==> src/rtl/ctm_pkg.sv <==
package ctm_pkg;
    localparam int NCMP   = 4;
    localparam int LMT_W  = 6;
    localparam int ADDR_W = 4;

    typedef enum logic [2:0] {
        FN_CNT_ONCE = 3'd0,
        FN_CNT_RPT  = 3'd1,
        FN_PWM_ONCE = 3'd2,
        FN_PWM_RPT  = 3'd3,
        FN_PAT_ONCE = 3'd4,
        FN_PAT_RPT  = 3'd5,
        FN_FREE     = 3'd6,
        FN_PWM_ALT  = 3'd7
    } tfn_e;

    typedef enum logic [1:0] {
        OS_NORM = 2'd0,
        OS_SEC  = 2'd1,
        OS_LOW  = 2'd2,
        OS_HIGH = 2'd3
    } osel_e;

    typedef struct packed {
        logic [LMT_W-1:0] lmt;
        osel_e            osel;
        logic             ie;
        logic             pol;
        tfn_e             fn;
        logic             clr;
        logic             en;
    } half_cfg_t;

    localparam int CFG_W = $bits(half_cfg_t);

    localparam logic [ADDR_W-1:0] AD_CFG_A = 4'd0;
    localparam logic [ADDR_W-1:0] AD_CFG_B = 4'd1;
    localparam logic [ADDR_W-1:0] AD_JOIN  = 4'd2;
    localparam logic [ADDR_W-1:0] AD_STS   = 4'd3;
    localparam logic [ADDR_W-1:0] AD_CNT   = 4'd12;

    function automatic logic pin_drive(osel_e s, logic pol, logic raw, logic sec);
        unique case (s)
            OS_NORM: return raw ^ pol;
            OS_SEC:  return sec;
            OS_LOW:  return 1'b0;
            default: return 1'b1;
        endcase
    endfunction
endpackage

==> src/rtl/ctm_regs.sv <==
module ctm_regs
    import ctm_pkg::*;
#(
    parameter int HW = 16
) (
    input  logic                        clk,
    input  logic                        rst,
    input  logic                        wr_en,
    input  logic [ADDR_W-1:0]           wr_addr,
    input  logic [HW-1:0]               wr_data,
    input  logic [ADDR_W-1:0]           rd_addr,
    output logic [2*HW-1:0]             rd_data,
    input  logic [2*HW-1:0]             cnt_word,
    input  logic [1:0]                  irq_set,
    output half_cfg_t                   cfg_a,
    output half_cfg_t                   cfg_b,
    output logic                        join_q,
    output logic [NCMP-1:0][HW-1:0]     cmp_a,
    output logic [NCMP-1:0][HW-1:0]     cmp_b,
    output logic [1:0]                  sts
);
    logic [1:0] sts_clr;

    always_ff @(posedge clk) begin
        if (rst) begin
            cfg_a  <= '0;
            cfg_b  <= '0;
            join_q <= 1'b0;
            cmp_a  <= '0;
            cmp_b  <= '0;
        end else if (wr_en) begin
            if (wr_addr == AD_CFG_A) cfg_a  <= half_cfg_t'(wr_data[CFG_W-1:0]);
            if (wr_addr == AD_CFG_B) cfg_b  <= half_cfg_t'(wr_data[CFG_W-1:0]);
            if (wr_addr == AD_JOIN)  join_q <= wr_data[0];
            if (wr_addr[3:2] == 2'b01) cmp_a[wr_addr[1:0]] <= wr_data;
            if (wr_addr[3:2] == 2'b10) cmp_b[wr_addr[1:0]] <= wr_data;
        end
    end

    assign sts_clr = (wr_en && wr_addr == AD_STS) ? wr_data[1:0] : 2'b00;

    always_ff @(posedge clk) begin
        if (rst) sts <= 2'b00;
        else     sts <= (sts & ~sts_clr) | irq_set;
    end

    always_comb begin
        rd_data = '0;
        unique case (rd_addr[3:2])
            2'b01:   rd_data[HW-1:0] = cmp_a[rd_addr[1:0]];
            2'b10:   rd_data[HW-1:0] = cmp_b[rd_addr[1:0]];
            default: begin
                if (rd_addr == AD_CFG_A) rd_data[CFG_W-1:0] = cfg_a;
                if (rd_addr == AD_CFG_B) rd_data[CFG_W-1:0] = cfg_b;
                if (rd_addr == AD_JOIN)  rd_data[0]         = join_q;
                if (rd_addr == AD_STS)   rd_data[1:0]       = sts;
                if (rd_addr == AD_CNT)   rd_data            = cnt_word;
            end
        endcase
    end
endmodule

==> src/rtl/ctm_core.sv <==
module ctm_core
    import ctm_pkg::*;
#(
    parameter int W  = 16,
    parameter int HW = 16
) (
    input  logic                   clk,
    input  logic                   rst,
    input  logic                   step,
    input  logic                   clr,
    input  tfn_e                   fn,
    input  logic [NCMP-1:0][W-1:0] cmp,
    input  logic [LMT_W-1:0]       lmt,
    input  logic                   ie,
    input  logic [W-1:0]           mask,
    output logic [W-1:0]           cnt,
    output logic                   out_raw,
    output logic                   out_sec,
    output logic                   irq
);
    localparam int PAT_W = NCMP * HW;
    localparam int PW    = $clog2(PAT_W);

    logic [PAT_W-1:0] pat;
    logic             done, phase;
    logic [W-1:0]     n_cnt, inc, lo, hi;
    logic             n_out, n_done, n_phase, evt;

    always_comb begin
        for (int i = 0; i < NCMP; i++) pat[i*HW +: HW] = cmp[i][HW-1:0];
    end

    assign inc = (cnt + W'(1)) & mask;
    assign lo  = phase ? cmp[2] : cmp[0];
    assign hi  = phase ? cmp[3] : cmp[1];

    always_comb begin
        n_cnt   = cnt;
        n_out   = out_raw;
        n_done  = done;
        n_phase = phase;
        evt     = 1'b0;
        if (fn == FN_CNT_RPT) n_out = 1'b0;
        if (step && done && fn == FN_PAT_ONCE) n_out = 1'b0;
        if (step && !done) begin
            unique case (fn)
                FN_CNT_ONCE, FN_CNT_RPT: begin
                    if (cnt == cmp[0]) begin
                        n_out = 1'b1;
                        evt   = 1'b1;
                        if (fn == FN_CNT_ONCE) n_done = 1'b1;
                        else                   n_cnt  = '0;
                    end else begin
                        n_cnt = inc;
                    end
                end
                FN_PWM_ONCE, FN_PWM_RPT, FN_PWM_ALT: begin
                    if (cnt == hi) begin
                        n_cnt = '0;
                        n_out = 1'b0;
                        evt   = 1'b1;
                        if (fn == FN_PWM_ONCE) n_done  = 1'b1;
                        if (fn == FN_PWM_ALT)  n_phase = ~phase;
                    end else begin
                        n_cnt = inc;
                        if (cnt == lo) n_out = 1'b1;
                    end
                end
                FN_PAT_ONCE, FN_PAT_RPT: begin
                    n_out = pat[cnt[PW-1:0]];
                    if (cnt == W'(lmt)) begin
                        evt   = 1'b1;
                        n_cnt = '0;
                        if (fn == FN_PAT_ONCE) n_done = 1'b1;
                    end else begin
                        n_cnt = inc;
                    end
                end
                default: begin
                    n_cnt = inc;
                    if (!phase && cnt == cmp[0]) begin
                        n_out   = 1'b1;
                        n_phase = 1'b1;
                        evt     = 1'b1;
                    end
                end
            endcase
        end
    end

    always_ff @(posedge clk) begin
        if (rst || clr) begin
            cnt     <= '0;
            out_raw <= 1'b0;
            done    <= 1'b0;
            phase   <= 1'b0;
            out_sec <= 1'b0;
            irq     <= 1'b0;
        end else begin
            cnt     <= n_cnt;
            out_raw <= n_out;
            done    <= n_done;
            phase   <= n_phase;
            out_sec <= out_sec ^ evt;
            irq     <= evt & ie;
        end
    end
endmodule

==> src/rtl/cmp_timer.sv <==
module cmp_timer
    import ctm_pkg::*;
#(
    parameter int HW = 16
) (
    input  logic              clk,
    input  logic              rst,
    input  logic              glb_en,
    input  logic              tick,
    input  logic              wr_en,
    input  logic [3:0]        wr_addr,
    input  logic [HW-1:0]     wr_data,
    input  logic [3:0]        rd_addr,
    output logic [2*HW-1:0]   rd_data,
    output logic              out_a,
    output logic              out_b,
    output logic              irq_a,
    output logic              irq_b
);
    localparam int WW = 2 * HW;

    half_cfg_t                  cfg_a, cfg_b;
    logic                       join_q;
    logic [NCMP-1:0][HW-1:0]    cmp_a, cmp_b;
    logic [NCMP-1:0][WW-1:0]    cmp_wide;
    logic [1:0]                 sts;
    logic [WW-1:0]              cnt_a, mask_a, cnt_word;
    logic [HW-1:0]              cnt_b;
    logic                       raw_a, sec_a, raw_b, sec_b;

    ctm_regs #(.HW(HW)) u_regs (
        .clk(clk), .rst(rst), .wr_en(wr_en), .wr_addr(wr_addr), .wr_data(wr_data),
        .rd_addr(rd_addr), .rd_data(rd_data), .cnt_word(cnt_word),
        .irq_set({irq_b, irq_a}), .cfg_a(cfg_a), .cfg_b(cfg_b), .join_q(join_q),
        .cmp_a(cmp_a), .cmp_b(cmp_b), .sts(sts)
    );

    for (genvar g = 0; g < NCMP; g++) begin : g_cmp
        assign cmp_wide[g] = join_q ? {cmp_b[g], cmp_a[g]} : {{HW{1'b0}}, cmp_a[g]};
    end

    assign mask_a   = join_q ? {WW{1'b1}} : {{HW{1'b0}}, {HW{1'b1}}};
    assign cnt_word = join_q ? cnt_a : {cnt_b, cnt_a[HW-1:0]};

    ctm_core #(.W(WW), .HW(HW)) u_core_a (
        .clk(clk), .rst(rst), .step(tick & glb_en & cfg_a.en), .clr(cfg_a.clr),
        .fn(cfg_a.fn), .cmp(cmp_wide), .lmt(cfg_a.lmt), .ie(cfg_a.ie), .mask(mask_a),
        .cnt(cnt_a), .out_raw(raw_a), .out_sec(sec_a), .irq(irq_a)
    );

    ctm_core #(.W(HW), .HW(HW)) u_core_b (
        .clk(clk), .rst(rst), .step(tick & glb_en & cfg_b.en), .clr(cfg_b.clr | join_q),
        .fn(cfg_b.fn), .cmp(cmp_b), .lmt(cfg_b.lmt), .ie(cfg_b.ie), .mask({HW{1'b1}}),
        .cnt(cnt_b), .out_raw(raw_b), .out_sec(sec_b), .irq(irq_b)
    );

    assign out_a = pin_drive(cfg_a.osel, cfg_a.pol, raw_a, sec_a);
    assign out_b = pin_drive(cfg_b.osel, cfg_b.pol, raw_b, sec_b);
endmodule

==> config.mk <==
export PLATFORM = sky130hd
export DESIGN_NAME = cmp_timer
export DESIGN_NICKNAME = d
export VERILOG_FILES = /design/src/rtl/ctm_pkg.sv /design/src/rtl/ctm_regs.sv /design/src/rtl/ctm_core.sv /design/src/rtl/cmp_timer.sv
export SDC_FILE = /design/constraint.sdc
export NUM_CORES = 1
export LEC_CHECK = 0
export BUFFER_PORTS_ARGS = -buffer_cell sky130_fd_sc_hd__clkbuf_2
export CELL_PAD_IN_SITES_DETAIL_PLACEMENT = 2
export CELL_PAD_IN_SITES_GLOBAL_PLACEMENT = 2
export CORE_ASPECT_RATIO = 1.5
export CORE_UTILIZATION = 42
export CTS_BUF_LIST = sky130_fd_sc_hd__clkbuf_8
export DETAILED_ROUTE_END_ITERATION = 8
export PLACE_DENSITY = 0.94
export SLEW_MARGIN = 15
export SYNTH_ARGS = -nofsm -noshare
export SYNTH_HDL_FRONTEND = slang
export SYNTH_SLANG_ARGS = --single-unit
==> constraint.sdc <==
create_clock -name clk -period 4.7 [get_ports clk]
set_input_delay 0.235 -clock clk [delete_from_list [all_inputs] [get_ports clk]]
set_output_delay 0.235 -clock clk [all_outputs]
set_load 0.005 [all_outputs]
==> impl_metrics.tcl <==
set metrics [dict create \
    status "finished, final reports clean" \
    nets 1815 \
    gp_congestion 1.022 \
    clock_tree.root_cell "clkbuf_8" \
    path_cells "mux2_2, nor4_1, a31o_2, a22oi_1, nor4_1, nand3_1, a221o_1, nand3_1" \
    synth-main-ff-cell "dfxtp_1" \
    worst_path_max_delay_cell "dfxtp_4" \
    post-place-ws_ns 1.170 \
    min_period_over_period_pct 86.07 \
    drv_cap 0 \
    antenna_found_initial 5 \
    dp_cells 2207 \
    cts-hold-fix-buffers 0 \
    power.total_mw 4.273 \
    gr-total-overflow 0 \
    synth_top_area_share_pct 29.56 \
    crit_fanout 69 \
    hold_viol_final 0 \
    htreeDepth 2 \
    port_buffers 64 \
    cp.required_ns 5.27 \
    clock.fmax_mhz 247.2 \
    reg2reg_slack_ns 0.65 \
    fp.dieW_um 155.4 \
    setup_violations 0 \
    r2r_cells 8 \
    synth_edf_count 0 \
    synth_top_area_cell "dfxtp_1" \
    p_leak_nw 5.134 \
    slew-limit-headroom_pct 17.33 \
    dr.pass1.iters 5 \
    core_um2 34480 \
    r2r-start "u_core_a.phase$_SDFFE_PP0P_" \
    fin_setup_tns_ns 0 \
    grt_pass1_vias 17500 \
    setup_slack_ns 0.6545 \
    path_class "register to register" \
    ioPinCount 65 \
    hold_ws_ns 0.02834 \
    chipHeight_um 232.1 \
    dieArea_um2 36080 \
    drive_gt1_share_pct 15.45 \
    vias 15820 \
    report.final.slew_viol_count 0 \
    drc 0 \
    hold_path_startpoint "wr_data[0]" \
    ys_seq_area_share_pct 29.56 \
    numCtsBuffers 38 \
    grt_pass1_wl_um 118100 \
    area_delta_synth_final_pct 8.168 \
    syn_inst 1823 \
    cts.sinks 219 \
    rsz0062_at_grt "no" \
    rows 83 \
    synth_area_leaders "dfxtp_1, mux4_2, nand2_1" \
    post_cts_buffers 0 \
    grtUsageTotal_pct 45.25 \
    power_density_nw_per_um2 266.4 \
    yosys_warnings 0 \
    wire_per_inst_um 35.32 \
    clkLatencyLatePin_ns 0.65 \
    antenna_left 0 \
    final_util_pct 46.52 \
    cts_buffer_depth 3 \
    syn_area_per_cell_um2 8.135 \
    tightest_slew_ns 1.235 \
    cts_tree "yes" \
    arrival_ns 4.62 \
    clk_pin_slew_ns 0.08 \
    synth.ff_latch_count 219 \
    rr_endpoint "u_core_a.out_raw$_SDFF_PP0_" \
    drt-total-wl_um 80350 \
    irDropWorstVdd_mv 0.2454 \
    grt_max_degree 93 \
    worst_path_largest_cell_delay_ns 1.11 \
    min_to "u_regs.cmp_a[48]$_SDFFE_PP0P_" \
    hold_class "input pin to register" \
    ctsResizeCount 0 \
    hpwl_um 52720 \
    layout_common_cells "nand2_1, dfxtp_1, a21oi_1" \
    place_area_um2 15260 \
    fin_cells 2275 \
    hold_depth 3 \
    design_area_um2 16040 \
    initialDrtViolationCount 1453 \
    initial_core_util_pct 43.01 \
    final_common_cell "nand2_1" \
    ys_async_sr_fraction_pct 0 \
    via_per_inst 6.955 \
    synth_area_um2 14830 \
    synth_fp_nets 1858 \
    clock_skew_ns 0.04762 \
    critPathLaunchType "register" \
    synth.distinct_cells 63 \
    endpoint_kind "register" \
    min_period_ns 4.045 \
]
layer usage:
metal  wire length (µm)  part of all wire [%]  up-vias  track usage, %
met5                 23                 0.029        -          0.1401
met4               9083                    11        4           44.21
met1              26450                    33     7879           45.05
met2              38210                    48     1121           75.06
met3               6590                   8.2      553           12.52
li1                   -                     -     6265               -
final cells by class:
type	instances	area [µm²]
Sequential cell	219	4390
Inverter	23	86.33
Tap cell	467	584.3
Antenna cell	2	5.005
Clock inverter	23	186.4
Multi-Input combinational cell	1395	9568
Fill cell	3842	18440
Clock buffer	43	591.8
Timing Repair Buffer	103	628.1
cells in the mapped netlist, types with 3 or more instances:
library cell / n
o21a_1: 3
nor2_1: 112
a31o_2: 8
or3_1: 13
xnor2_1: 136
and2_1: 5
buf_4: 3
mux2_2: 23
clkbuf_1: 139
and4_1: 3
a21o_1: 3
mux2i_1: 105
or4_1: 3
buf_6: 8
nor3_1: 29
nand2_1: 383
a22oi_1: 22
o22ai_1: 16
nor2b_1: 3
ha_1: 6
a211oi_1: 6
nand3_1: 30
and3_1: 5
nor4_1: 27
nor4b_1: 6
nor3b_1: 3
a311oi_1: 3
nand2b_1: 10
nand3b_1: 7
inv_1: 23
buf_2: 20
o21ai_0: 34
buf_1: 15
xor2_1: 41
nand4_1: 34
nor4bb_1: 6
dfxtp_1: 219
or2_2: 5
a21oi_1: 198
mux4_2: 74
a22o_1: 6
how the worst max path moves through the flow:
stage | from | to | slack (ns) | cells after the start
after floorplan | u_core_a.cnt[0]$_SDFFE_PP0P_ | u_core_a.out_raw$_SDFF_PP0_ | 1.90 | 7
final | u_core_a.phase$_SDFFE_PP0P_ | u_core_a.out_raw$_SDFF_PP0_ | 0.65 | 8
after global routing | u_core_a.phase$_SDFFE_PP0P_ | u_core_a.out_raw$_SDFF_PP0_ | 0.55 | 8
after CTS | u_core_a.phase$_SDFFE_PP0P_ | u_core_a.out_raw$_SDFF_PP0_ | 0.98 | 8
after global placement | u_core_a.phase$_SDFFE_PP0P_ | u_core_a.cnt[22]$_SDFFE_PP0P_ | 1.26 | 8
after detailed placement | u_core_a.phase$_SDFFE_PP0P_ | u_core_a.cnt[24]$_SDFFE_PP0P_ | 1.17 | 8
critical path, delay by kind of cell, from the launching register on:
kind | cells | cell delay [ns]
and+or+nand+nor | 4 | 1.71
DFF | 1 | 1.11
AOI/OAI and AO/OA | 3 | 0.68
muxes | 1 | 0.47
report_power, final:
group / total [mW] / leakage (nW) / switching (mW) / internal, mW
combinational: 0.380 / 2.92 / 0.271 / 0.109
clock: 1.98 / 0.443 / 0.969 / 1.01
sequential: 1.92 / 1.77 / 0.0428 / 1.87
flip-flops by register name, indices dropped and copies added (netlist names):
register	count
u_regs.cmp_a	64
u_regs.cmp_b	64
u_core_a.cnt	32
u_core_b.cnt	16
u_regs.cfg_a	15
u_regs.cfg_b	15
u_regs.sts	2
u_core_a.done	1
u_core_a.irq	1
u_core_a.out_raw	1
u_core_a.out_sec	1
u_core_a.phase	1
u_core_b.done	1
u_core_b.irq	1
u_core_b.out_raw	1
u_core_b.out_sec	1
u_core_b.phase	1
u_regs.join_q	1
logic make-up after synthesis:
family	count (synthesis)	synth area share, %
AOI/OAI and AO/OA	320	12.64
xor gates and xnor gates	177	10.45
adders and majority gates	6	0.5062
buffers and inverters	209	5.948
DFF	219	29.56
muxes	203	20.15
and+or+nand+nor	689	20.74
No activity file was read; power rests on OpenSTA's default activity.
